File: config.mk
export PLATFORM = sky130hd
export DESIGN_NAME = rs485_den_ctrl
export DESIGN_NICKNAME = d
export VERILOG_FILES = /design/src/rtl/rs485_den_pkg.sv /design/src/rtl/rs485_den_cfg.sv /design/src/rtl/rs485_den_txgate.sv /design/src/rtl/rs485_den_pin.sv /design/src/rtl/rs485_den_ctrl.sv
export SDC_FILE = /design/constraint.sdc
export NUM_CORES = 1
export LEC_CHECK = 0
export CORE_AREA = 2 2 39 41
export DETAILED_ROUTE_END_ITERATION = 16
export DIE_AREA = 0 0 41 43
export DONT_BUFFER_PORTS = 1
export PLACE_DENSITY = 0.75
export SYNTH_ARGS = -nofsm -noshare
export SYNTH_HDL_FRONTEND = slang
export SYNTH_SLANG_ARGS = --single-unit
File: constraint.sdc
create_clock -name clk -period 3.25 [get_ports clk]
set_input_delay 0.4875 -clock clk [delete_from_list [all_inputs] [get_ports clk]]
set_output_delay 0.4875 -clock clk [all_outputs]
set_load 0.05 [all_outputs]
File: src/rtl/rs485_den_pkg.sv
package rs485_den_pkg;
  typedef enum logic [1:0] {
    PF_GPIO     = 2'd0,
    PF_FLOW     = 2'd1,
    PF_EN       = 2'd2,
    PF_EN_MATCH = 2'd3
  } pin_func_e;

  localparam int MODE_W      = 8;
  localparam int CFG_W       = 7;
  localparam int RTS_CODE_LO = 0;
  localparam int POL_BIT     = 3;
  localparam int ROUTE_BIT   = 4;
  localparam int DED_SEL_LO  = 5;
endpackage

File: src/rtl/rs485_den_cfg.sv
module rs485_den_cfg
  import rs485_den_pkg::*;
#(
  parameter logic [MODE_W-1:0] RESET_MODE = 8'h01
) (
  input  logic              clk,
  input  logic              rst,
  input  logic              wr,
  input  logic [MODE_W-1:0] wdata,
  input  logic              freeze,
  output logic [MODE_W-1:0] mode_q,
  output pin_func_e         func_rts,
  output pin_func_e         func_ded,
  output logic              pol
);
  logic [CFG_W-1:0] held_q;
  logic [CFG_W-1:0] eff;
  logic [2:0]       rts_code;
  logic [1:0]       ded_sel;
  logic             route_ded;

  always_ff @(posedge clk) begin
    if (rst) begin
      mode_q <= RESET_MODE;
    end else if (wr) begin
      mode_q <= wdata;
    end
  end

  always_ff @(posedge clk) begin
    if (rst) begin
      held_q <= RESET_MODE[CFG_W-1:0];
    end else if (!freeze) begin
      held_q <= mode_q[CFG_W-1:0];
    end
  end

  assign eff       = freeze ? held_q : mode_q[CFG_W-1:0];
  assign rts_code  = eff[RTS_CODE_LO +: 3];
  assign ded_sel   = eff[DED_SEL_LO +: 2];
  assign route_ded = eff[ROUTE_BIT];
  assign pol       = eff[POL_BIT];

  always_comb begin
    func_rts = PF_GPIO;
    unique case (rts_code)
      3'b001:  func_rts = PF_FLOW;
      3'b011:  func_rts = route_ded ? PF_GPIO : PF_EN;
      3'b100:  func_rts = route_ded ? PF_GPIO : PF_EN_MATCH;
      default: func_rts = PF_GPIO;
    endcase
  end

  always_comb begin
    func_ded = PF_GPIO;
    if (route_ded) begin
      unique case (ded_sel)
        2'b01:   func_ded = PF_EN;
        2'b10:   func_ded = PF_EN_MATCH;
        default: func_ded = PF_GPIO;
      endcase
    end
  end
endmodule

File: src/rtl/rs485_den_txgate.sv
module rs485_den_txgate (
  input  logic clk,
  input  logic rst,
  input  logic tx_busy,
  input  logic tx_frame_done,
  input  logic tx_buf_empty,
  input  logic addr_match,
  output logic en_active,
  output logic match_lat
);
  logic release_now;

  assign release_now = en_active && tx_frame_done && tx_buf_empty;

  always_ff @(posedge clk) begin
    if (rst) begin
      en_active <= 1'b0;
    end else if (release_now) begin
      en_active <= 1'b0;
    end else if (tx_busy) begin
      en_active <= 1'b1;
    end
  end

  always_ff @(posedge clk) begin
    if (rst) begin
      match_lat <= 1'b0;
    end else if (release_now) begin
      match_lat <= 1'b0;
    end else if (addr_match) begin
      match_lat <= 1'b1;
    end
  end
endmodule

File: src/rtl/rs485_den_pin.sv
module rs485_den_pin
  import rs485_den_pkg::*;
#(
  parameter logic RST_LEVEL = 1'b1
) (
  input  logic      clk,
  input  logic      rst,
  input  pin_func_e func,
  input  logic      pol,
  input  logic      en_plain,
  input  logic      en_gated,
  input  logic      flow_level,
  input  logic      gpio_level,
  output logic      pin_q
);
  logic en_sel;
  logic pin_d;

  always_comb begin
    en_sel = (func == PF_EN_MATCH) ? en_gated : en_plain;
    unique case (func)
      PF_FLOW:             pin_d = flow_level;
      PF_EN, PF_EN_MATCH:  pin_d = pol ? en_sel : ~en_sel;
      default:             pin_d = gpio_level;
    endcase
  end

  always_ff @(posedge clk) begin
    if (rst) begin
      pin_q <= RST_LEVEL;
    end else begin
      pin_q <= pin_d;
    end
  end
endmodule

File: src/rtl/rs485_den_ctrl.sv
module rs485_den_ctrl
  import rs485_den_pkg::*;
#(
  parameter logic [MODE_W-1:0] RESET_MODE = 8'h01,
  parameter logic              PIN_RST    = 1'b1
) (
  input  logic              clk,
  input  logic              rst,
  input  logic              mode_wr,
  input  logic [MODE_W-1:0] mode_wdata,
  input  logic              tx_busy,
  input  logic              tx_frame_done,
  input  logic              tx_buf_empty,
  input  logic              addr_match,
  input  logic              rts_req,
  input  logic              hw_fc_en,
  input  logic              gpio_rts,
  input  logic              gpio_ded,
  output logic              pin_rts,
  output logic              pin_ded
);
  localparam int NUM_PINS = 2;

  logic [MODE_W-1:0] mode_q;
  logic              en_active;
  logic              match_lat;
  logic              pol;
  pin_func_e         func_rts;
  pin_func_e         func_ded;

  pin_func_e         func_arr [NUM_PINS];
  logic [NUM_PINS-1:0] flow_arr;
  logic [NUM_PINS-1:0] gpio_arr;
  logic [NUM_PINS-1:0] pin_arr;

  rs485_den_cfg #(
    .RESET_MODE(RESET_MODE)
  ) u_cfg (
    .clk      (clk),
    .rst      (rst),
    .wr       (mode_wr),
    .wdata    (mode_wdata),
    .freeze   (en_active),
    .mode_q   (mode_q),
    .func_rts (func_rts),
    .func_ded (func_ded),
    .pol      (pol)
  );

  rs485_den_txgate u_gate (
    .clk           (clk),
    .rst           (rst),
    .tx_busy       (tx_busy),
    .tx_frame_done (tx_frame_done),
    .tx_buf_empty  (tx_buf_empty),
    .addr_match    (addr_match),
    .en_active     (en_active),
    .match_lat     (match_lat)
  );

  assign func_arr[0] = func_rts;
  assign func_arr[1] = func_ded;
  assign flow_arr    = {1'b1, ~(hw_fc_en & rts_req)};
  assign gpio_arr    = {gpio_ded, gpio_rts};

  for (genvar i = 0; i < NUM_PINS; i++) begin : g_pin
    rs485_den_pin #(
      .RST_LEVEL(PIN_RST)
    ) u_pin (
      .clk        (clk),
      .rst        (rst),
      .func       (func_arr[i]),
      .pol        (pol),
      .en_plain   (en_active),
      .en_gated   (en_active & match_lat),
      .flow_level (flow_arr[i]),
      .gpio_level (gpio_arr[i]),
      .pin_q      (pin_arr[i])
    );
  end

  assign pin_rts = pin_arr[0];
  assign pin_ded = pin_arr[1];
endmodule

Word-level counts from Yosys, hierarchy flattened
Index checks and enable logic that the tools add are counted.

Register bits after elaboration: 18. Bits of input ports: 19. Output and inout bits: 2. Word-level logic and storage cells: 39.

Eq/ne operators: 11. Mux-type cells: 12. Bitwise gates (word level): 5. Reduce and logical (&&, ||, !) cells: 5.

Operator list (number): $eq A2 B2 Y1 const B (5); $mux W7 (1); $eq A2 B1 Y1 const B (3); $mux W2 (3); $pmux W2 S3 (1); $reduce_or A2 Y1 (3); $mux W1 (4); $pmux W1 S2 (2); $pmux W2 S2 (1); $eq A3 B1 Y1 const B (1); $eq A3 B2 Y1 const B (1); $eq A3 B3 Y1 const B (1); $not A1 Y1 (3); $and A1 B1 Y1 (2); $logic_and A1 B1 Y1 (2).

Longest topological paths before layout
Gate-level depths: netlist of the first run.

Depth in word-level cells: 9. Mapped depth: 9. Mapped depth without buffers: 7.

Modules after synthesis
A second synthesis of the first run with hierarchy kept.

Cells, all modules: 81. Area, all modules: 812.0 sq um.

Modules (own cells, without submodules): rs485_den_cfg (instances 1, cells each 57, area each 606.8 sq um, seq. area each 300.3 sq um); rs485_den_pin (instances 2, cells each 7, area each 63.8 sq um, seq. area each 20.0 sq um); rs485_den_txgate (instances 1, cells each 7, area each 63.8 sq um, seq. area each 40.0 sq um); rs485_den_ctrl (instances 1, cells each 3, area each 13.8 sq um, seq. area each 0.0 sq um).

Least setup slack after synthesis of the first run
OpenSTA, ideal clock, no wires.

Path type: reg-to-reg. Start point: register u_gate.en_active. End point: register g_pin[1].u_pin.pin_q. Setup time: 0.122 ns. Data arrival time: 1.742 ns. Required time: 3.128 ns. Slack: 1.387 ns. Stages on the path, launching flop included: 10. Path buffers: 2. Clock period less this slack: 1.863 ns. Cell sequence: dfxtp_1 > buf_6 > buf_2 > mux2_2 > ha_1 > nor2b_1 > xnor2_1 > a21oi_1 > o32ai_1 > nand2b_1.

Cells in the longest elaborated chain, start to end: 9. Elaborated cells between the ends (all ways): 14. Those cells by class: eq/ne: 5; mux: 6; bitwise: 2; reduce/logical: 1.

Ends and longest elaborated chain: from (decl) (line rs485_den_txgate.sv:8) `output logic en_active,`; from (signal assigned) (line rs485_den_txgate.sv:17) `en_active <= 1'b0;`; from (signal assigned) (line rs485_den_txgate.sv:19) `en_active <= 1'b0;`; from (signal assigned) (line rs485_den_txgate.sv:21) `en_active <= 1'b1;`; $mux W7 * (line rs485_den_cfg.sv:38) `assign eff = freeze ? held_q : mode_q[CFG_W-1:0];`; via u_cfg.eff[6] (line rs485_den_cfg.sv:17) `logic [CFG_W-1:0] eff;`; $eq A2 B2 Y1 or $eq A2 B1 Y1 (tied branches) (line rs485_den_cfg.sv:57) `unique case (ded_sel)`; $pmux W2 S2 * (line rs485_den_cfg.sv:57); $mux W2 * (line rs485_den_cfg.sv:56) `if (route_ded) begin`; $eq A2 B2 Y1 (line rs485_den_pin.sv:20, rs485_den_pin.sv:21); $mux W1 (line rs485_den_pin.sv:20) `en_sel = (func == PF_EN_MATCH) ? en_gated : en_plain;`; $not A1 Y1 (line rs485_den_pin.sv:23) `PF_EN, PF_EN_MATCH: pin_d = pol ? en_sel : ~en_sel;`; $mux W1 (line rs485_den_pin.sv:23); $pmux W1 S2 * (line rs485_den_pin.sv:21) `unique case (func)`; to (signal assigned) (line rs485_den_pin.sv:32) `pin_q <= pin_d;`; to (decl) (line rs485_den_pin.sv:14) `output logic pin_q`.

Mark *: on every way through the listed nets, which the timed path passes. The rest lies on a longest branch. A chain may end at the register's enable or synchronous reset.

Worst setup path in the final report of the first run
Ends and elaborated chain as after synthesis.

==> results of run 1 <==
==> placed cells by master, fill, tap and decap left out <==
master / synthesis / layout
dfxtp_1: 18 / 18
nor2_1: 16 / 16
mux2i_1: 10 / 10
nor2b_1: 6 / 6
a21oi_1: 5 / 5
a211o_1: 3 / 3
clkbuf_4: 0 / 3
xnor2_1: 2 / 2
nand2b_1: 2 / 2
nor3_1: 2 / 2
mux2_2: 1 / 1
mux2i_2: 1 / 1
inv_1: 1 / 1
o32ai_1: 1 / 1
and3_1: 1 / 1
nand3b_1: 1 / 1
o211ai_1: 1 / 1
a221o_1: 1 / 1
and3_4: 1 / 1
nor4_1: 1 / 1
nand2_1: 1 / 1
nor4bb_1: 1 / 1
ha_1: 1 / 1
clkbuf_8: 0 / 1
==> state kept, by name, indices dropped and copies added (netlist names) <==
signal,cells
u_cfg.mode_q,7
u_gate.en_active,1
u_gate.match_lat,1
u_cfg.held_q,7
g_pin.u_pin.pin_q,2
==> critical path: stages (launching register included) <==
cell and delay, ps:
dfxtp_1 710, mux2_2 420, ha_1 190, nor2b_1 140, xnor2_1 130, a21oi_1 80, o32ai_1 240, nand2b_1 70
==> worst max-delay path by stage <==
stage	endpoint	slack, ps	cells after the start
floorplan	g_pin[1].u_pin.pin_q$_SDFF_PP1_	1390	9
global placement	g_pin[1].u_pin.pin_q$_SDFF_PP1_	1200	7
detailed placement	g_pin[1].u_pin.pin_q$_SDFF_PP1_	1170	7
CTS	g_pin[1].u_pin.pin_q$_SDFF_PP1_	1150	7
global route	g_pin[1].u_pin.pin_q$_SDFF_PP1_	1030	7
finish	g_pin[1].u_pin.pin_q$_SDFF_PP1_	1160	7
==> per-stage QoR <==
step	total power, mW	cell area [um2]	worst slack, ps	hold WS (ps)
after global placement	0.303	782	1200	480
after floorplan	0.304	790	1390	452
after global routing	0.455	818	1030	231
after detailed placement	0.305	782	1170	496
after CTS	0.442	818	1150	242
final	0.434	818	1160	253
==> synthesized netlist by cell type (2+ instances only) <==
cell / count / area share [%]
nor2_1: 16 / 7.6
a211o_1: 3 / 3.3
xnor2_1: 2 / 2.2
nand2b_1: 2 / 1.6
clkbuf_1: 3 / 1.4
nor3_1: 2 / 1.3
nor2b_1: 6 / 4.8
a21oi_1: 5 / 3.2
dfxtp_1: 18 / 46
mux2i_1: 10 / 13
==> cells by family after synthesis <==
kind of cell | Yosys count | synth area share (%)
compound gates | 11 | 9.83
xor+xnor | 2 | 2.22
fa+ha+maj | 1 | 1.58
buf+inv | 6 | 3.96
flops | 18 | 45.6
mux | 12 | 15.8
simple gates | 32 | 20.9
==> routing by layer <==
metal,up-vias,wire [um],global-route usage [%]
met3,2,85,5.24
met1,255,581,22.5
li1,284,-,-
met4,0,10,8.00
met5,-,0,0
met2,17,579,24.7
==> final cells by class <==
class | count | area (um2) | area share (%)
tap | 16 | 20.0 | 2.45
clock buffer | 4 | 36.3 | 4.43
multi-input combinational | 58 | 398 | 48.6
inverter | 1 | 3.75 | 0.459
sequential | 18 | 360 | 44.0
==> power by group <==
part,switching (mW),internal [mW],total [mW]
Sequential,0.0222,0.234,0.257
Clock,0.0663,0.0682,0.135
Combinational,0.0163,0.0269,0.0432
Total,0.105,0.330,0.434
==> run_results.csv, run 1 <==
group,metric,value,unit
layout,drive_gt1_share,8.64,%
sta,tightest_slew,599,ps
yosys,ys.flop_type,"dfxtp_1",
detailed_routing,vias,558,
cts,cts_setup_buffers,0,
layout,layout.core_utilization,59.1,%
sta,setup_viol,0,
hold_path,hp-start,"rst",
sta,tns,0,ps
grt,grt_usage,17.1,%
cts,cts.htree.levels,1,
layout,syn2layout_area_growth,3.65,%
pwr,leakage,0.333,nW
critical_path,cp-startpoint,"u_gate.en_active$_SDFFE_PP0P_",
sta,fmax,479,MHz
hold_path,min_to,"u_cfg.held_q[6]$_SDFF_PP0_",
grt,grt_max_degree,19,
die,coreArea,1380,um2
grt,grt_pass1_wl,2050,um
critical_path,reg2reg_depth,7,
hold_path,min_path_type,"in2reg",
die,dieArea,1760,um2
sta,rsz0062_at_grt,"no",
grt,antenna_found_initial,0,
hold_path,hold_path_depth,1,
pwr,power_density,531,nW/um2
detailed_routing,drc,0,
critical_path,arrival,2280,ps
layout,diodes,0,
placed_design,hpwlAfterDp,926,um
sta,skew,4.46,ps
detailed_routing,drt-initial-drc-count,2,
die,placementRows,14,
placed_design,portBuffers,0,
sta,slew_headroom,60.0,%
yosys,synth_cell_type_count,25,
die,die_w,41,um
cts,cts.root.buffer_cell,"clkbuf_4",
critical_path,rrSetupSlack,1160,ps
cts,cts.clk_slew.worst_paths,100,ps
grt,grt_pass1_vias,505,
cts,cts_tree,"yes",
detailed_routing,wl_per_cell,13.0,um
yosys,synthCells,82,
yosys,postSynthAreaPerCell,9.63,um2
cts,ctsHoldBuffers,0,
die,dieHeight,43,um
critical_path,end_kind,"flop",
yosys,syn-num-nets,102,
yosys,async_flop_share,0,%
die,start_util,57.1,%
detailed_routing,avgViaCountPerCell,5.75,
yosys,synth_seq_cells,18,
layout,num-nets-final,102,
cts,cts.sinks,18,
critical_path,crit_fanout,16,
run_status,status,"complete, no violations",
sta,finalCritPeriodShare,64.2,%
layout,fillers,129,
yosys,ys_seq_area_share,45.6,%
placed_design,gp_congestion,0.649,
yosys,ys_warn_count,0,
sta,hold_viol,0,
die,ios,21,
cts,clockBufferDepth,2,
cts,worst_skew_pair.late_latency,290,ps
yosys,netlist_area,790,um2
critical_path,worst_setup_path_start_kind,"flop",
sta,maxSlewViolCount,0,
layout,stdcell_count,97,
job,max_cap_viol_count,0,
pwr,peakVddDrop,0.286,mV
critical_path,required,3440,ps
sta,period_needed,2090,ps
critical_path,crit_type,"reg2reg",
placed_design,placed_cells,93,
cts,cts_resized,0,
detailed_routing,ant_nets,0,
yosys,synth_edf_count,0,
grt,grt_overflow,0,
cts,cts_made_buffers,3,
detailed_routing,wl,1260,um
detailed_routing,dr.pass1.iters,4,
critical_path,timing.rr.end,"g_pin[1].u_pin.pin_q$_SDFF_PP1_",
critical_path,timing.rr.start,"u_gate.en_active$_SDFFE_PP0P_",
(Power assumes the default switching activity.)
==> run 2, diff against run 1 <==
--- a/config.mk
+++ b/config.mk
@@ -5,11 +5,12 @@
 export SDC_FILE = /design/constraint.sdc
 export NUM_CORES = 1
 export LEC_CHECK = 0
-export CORE_AREA = 2 2 39 41
+export ABC_AREA = 1
+export CORE_AREA = 2 2 41 43
 export DETAILED_ROUTE_END_ITERATION = 16
-export DIE_AREA = 0 0 41 43
+export DIE_AREA = 0 0 43 45
 export DONT_BUFFER_PORTS = 1
-export PLACE_DENSITY = 0.75
+export PLACE_DENSITY = 0.73
 export SYNTH_ARGS = -nofsm -noshare
 export SYNTH_HDL_FRONTEND = slang
 export SYNTH_SLANG_ARGS = --single-unit
==> constraint.sdc (replaced) <==
create_clock -name clk -period 2.1 [get_ports clk]
set_input_delay 0.315 -clock clk [delete_from_list [all_inputs] [get_ports clk]]
set_output_delay 0.315 -clock clk [all_outputs]
set_load 0.05 [all_outputs]
==> run 2 against run 1 <==
Net effect: synthesized cell count rose by 46%; sequential power rose by 53%; global-route usage rose by 2.2 points; register-to-register slack got worse by 620 ps; critical endpoint unchanged; sequential share of layout area fell by 4.0 points; power rose by 66%; die area rose by 9.8%.
==> run_results.csv, run 2 <==
group,metric,value,unit
layout,drive_gt1_share,15.4,%
sta,period_needed,1550,ps
cts,cts_made_buffers,3,
hold_path,min_to,"u_cfg.held_q[3]$_SDFF_PP0_",
critical_path,arrival,1750,ps
detailed_routing,drt-initial-drc-count,15,
yosys,synth_edf_count,0,
yosys,synth_fa_ha_area_share,1.47,%
detailed_routing,ant_nets,0,
critical_path,reg2reg_depth,8,
grt,antenna_found_initial,0,
critical_path,slowest_stage,"dfxtp_1",
critical_path,timing.rr.end,"g_pin[1].u_pin.pin_q$_SDFF_PP1_",
sta,hold_viol,0,
cts,ctsHoldBuffers,0,
die,ios,21,
detailed_routing,wl_per_cell,11.4,um
job,max_cap_viol_count,0,
die,coreArea,1470,um2
critical_path,worst-path-stages,8,
yosys,synth_area_leader_cell,"dfxtp_1",
layout,syn2layout_area_growth,5.74,%
sta,whs,69.3,ps
detailed_routing,drc,0,
pwr,leakage,0.440,nW
pwr,peakVddDrop,0.472,mV
die,dieHeight,45,um
die,die_w,43,um
layout,reg_top3,"u_cfg.held_q: 7 flops, u_cfg.mode_q: 7 flops, g_pin.u_pin.pin_q: 2 flops",
yosys,synth_top_family_by_area,"simple AND/OR/NAND/NOR gates",
grt,grt_pass1_wl,2840,um
hold_path,min_path_type,"in2reg",
die,dieArea,1940,um2
run_status,status,"complete, no violations",
yosys,yosys-top-cells-area,"dfxtp_1 (42%), nand2_1 (12%), nor2_1 (9.3%)",
detailed_routing,avgViaCountPerCell,5.24,
critical_path,rrSetupSlack,550,ps
critical_path,path_cells,"inv_2 > nand2_1 > nand2_1 > ha_1 > nor2_1 > o211ai_1 > a21oi_1 > o21ai_1",
yosys,synthTopCellsByCount,"nand2_1 (28), nor2_1 (21), dfxtp_1 (18)",
yosys,muxShareOfSynthArea,1.18,%
sta,skew,4.85,ps
grt,grt_pass1_vias,742,
critical_path,critPathBufInv,1,
cts,cts_setup_buffers,0,
yosys,synth-simple-area-share,36.8,%
yosys,ys_seq_area_share,42.4,%
critical_path,slowest_delay,440,ps
sta,setup_viol,0,
sta,slew_headroom,68.4,%
sta,rsz0062_at_grt,"no",
die,placementRows,14,
yosys,yosysMostFrequentCell,"nand2_1",
yosys,synth_cell_type_count,23,
yosys,synthCells,120,
die,start_util,57.8,%
hold_path,hp-start,"rst",
critical_path,worst_setup_path_start_kind,"flop",
cts,cts.htree.levels,1,
cts,clockBufferDepth,2,
yosys,synth_seq_cells,18,
yosys,synth.top_cell.area_share,42.4,%
critical_path,timing.rr.start,"u_gate.en_active$_SDFFE_PP0P_",
critical_path,crit_fanout,9,
grt,grt_usage,19.3,%
sta,tightest_slew,473,ps
detailed_routing,vias,729,
critical_path,required,2300,ps
detailed_routing,dr.pass1.iters,4,
cts,cts.sinks,18,
yosys,postSynthAreaPerCell,7.09,um2
hold_path,hold_path_depth,1,
grt,grt_max_degree,11,
yosys,ys.flop_type,"dfxtp_1",
yosys,syn-num-nets,140,
critical_path,worst_path_most_repeated_cell,"nand2_1",
sta,finalCritPeriodShare,74.0,%
placed_design,hpwlAfterDp,1230,um
cts,cts_resized,0,
critical_path,critical_path.top_delay_family,"flip-flops",
cts,cts_tree,"yes",
yosys,yosys.area_share.xor_xnor,0,%
layout,final_common_cell,"nand2_1",
yosys,ys_warn_count,0,
sta,fmax,644,MHz
layout,diodes,0,
grt,grt_overflow,0,
placed_design,gp_congestion,0.830,
yosys,netlist_area,851,um2
cts,worst_skew_pair.late_latency,300,ps
sta,maxSlewViolCount,0,
cts,cts.root.buffer_cell,"clkbuf_4",
layout,num-nets-final,144,
critical_path,cp-startpoint,"u_gate.en_active$_SDFFE_PP0P_",
critical_path,end_kind,"flop",
yosys,async_flop_share,0,%
placed_design,portBuffers,0,
cts,cts.clk_slew.worst_paths,110,ps
layout,mostFrequentLayoutCells,"nand2_1 (28), nor2_1 (21), dfxtp_1 (18), inv_1 (11)",
detailed_routing,wl,1580,um
critical_path,crit_type,"reg2reg",
sta,tns,0,ps
yosys,synth_compound_area_share,10.7,%
pwr,power_density,802,nW/um2
[run 2: cell count changes after synthesis, moves of 6 or more]
cell / previous run / this run
inv_1: 1 / 11
mux2i_1: 10 / 1
nand2_1: 1 / 28
nand2_2: 0 / 7
nor2b_1: 6 / 0
o21ai_0: 0 / 7
[run 2: layer usage]
metal / GRT usage (%) / vias up / part of all wire, %
li1: - / 383 / -
met1: 24.4 / 313 / 48
met2: 33.3 / 29 / 44
met3: 2.40 / 4 / 6.5
met4: 8.48 / 0 / 1.8
met5: 0 / - / 0
[run 2: power breakdown]
| part | switching, mW | internal, mW | leakage (nW) |
|---|---|---|---|
| Sequential | 0.0278 | 0.366 | 0.149 |
| Clock | 0.111 | 0.106 | 0.0210 |
| Combinational | 0.0697 | 0.0420 | 0.270 |
[run 2: worst register-to-register path, stage by stage, from the launching register on]
cell and delay, ps:
dfxtp_1 440, inv_2 130, nand2_1 100, nand2_1 50, ha_1 300, nor2_1 130, o211ai_1 100, a21oi_1 140
o21ai_1 70
[run 2: cells by family (layout without fill, tap and decap cells)]
family	Yosys count	after routing
flops	18	18
buf+inv	15	18
fa+ha+maj	1	1
compound gates	17	17
simple gates	68	68
mux	1	1
[run 2: layout make-up]
type,count,area [um2]
clock buffers,4,36.3
fillers,140,572
inverters,13,48.8
multi-input cells,87,427
flip-flops and latches,18,360
well taps,16,20.0
repair buffers,1,7.51
[run 2: per-stage QoR]
step / cells / setup slack, ps / total power [mW] / utilization (%) / area (um2)
global placement: 135 / 621 / 0.509 / 58.7 / 863
floorplan: 120 / 613 / 0.496 / - / 851
global route: 139 / 398 / 0.750 / 61.1 / 900
CTS: 139 / 552 / 0.723 / 61.1 / 900
detailed placement: 135 / 579 / 0.513 / 58.7 / 863
finish: 139 / 546 / 0.721 / 61.1 / 900
[run 2: how the worst max path moves through the flow]
| stage | to | slack (ps) |
|---|---|---|
| floorplan | g_pin[1].u_pin.pin_q$_SDFF_PP1_ | 610 |
| global placement | g_pin[1].u_pin.pin_q$_SDFF_PP1_ | 620 |
| detailed placement | g_pin[1].u_pin.pin_q$_SDFF_PP1_ | 580 |
| CTS | g_pin[1].u_pin.pin_q$_SDFF_PP1_ | 550 |
| global route | g_pin[1].u_pin.pin_q$_SDFF_PP1_ | 400 |
| finish | g_pin[1].u_pin.pin_q$_SDFF_PP1_ | 550 |
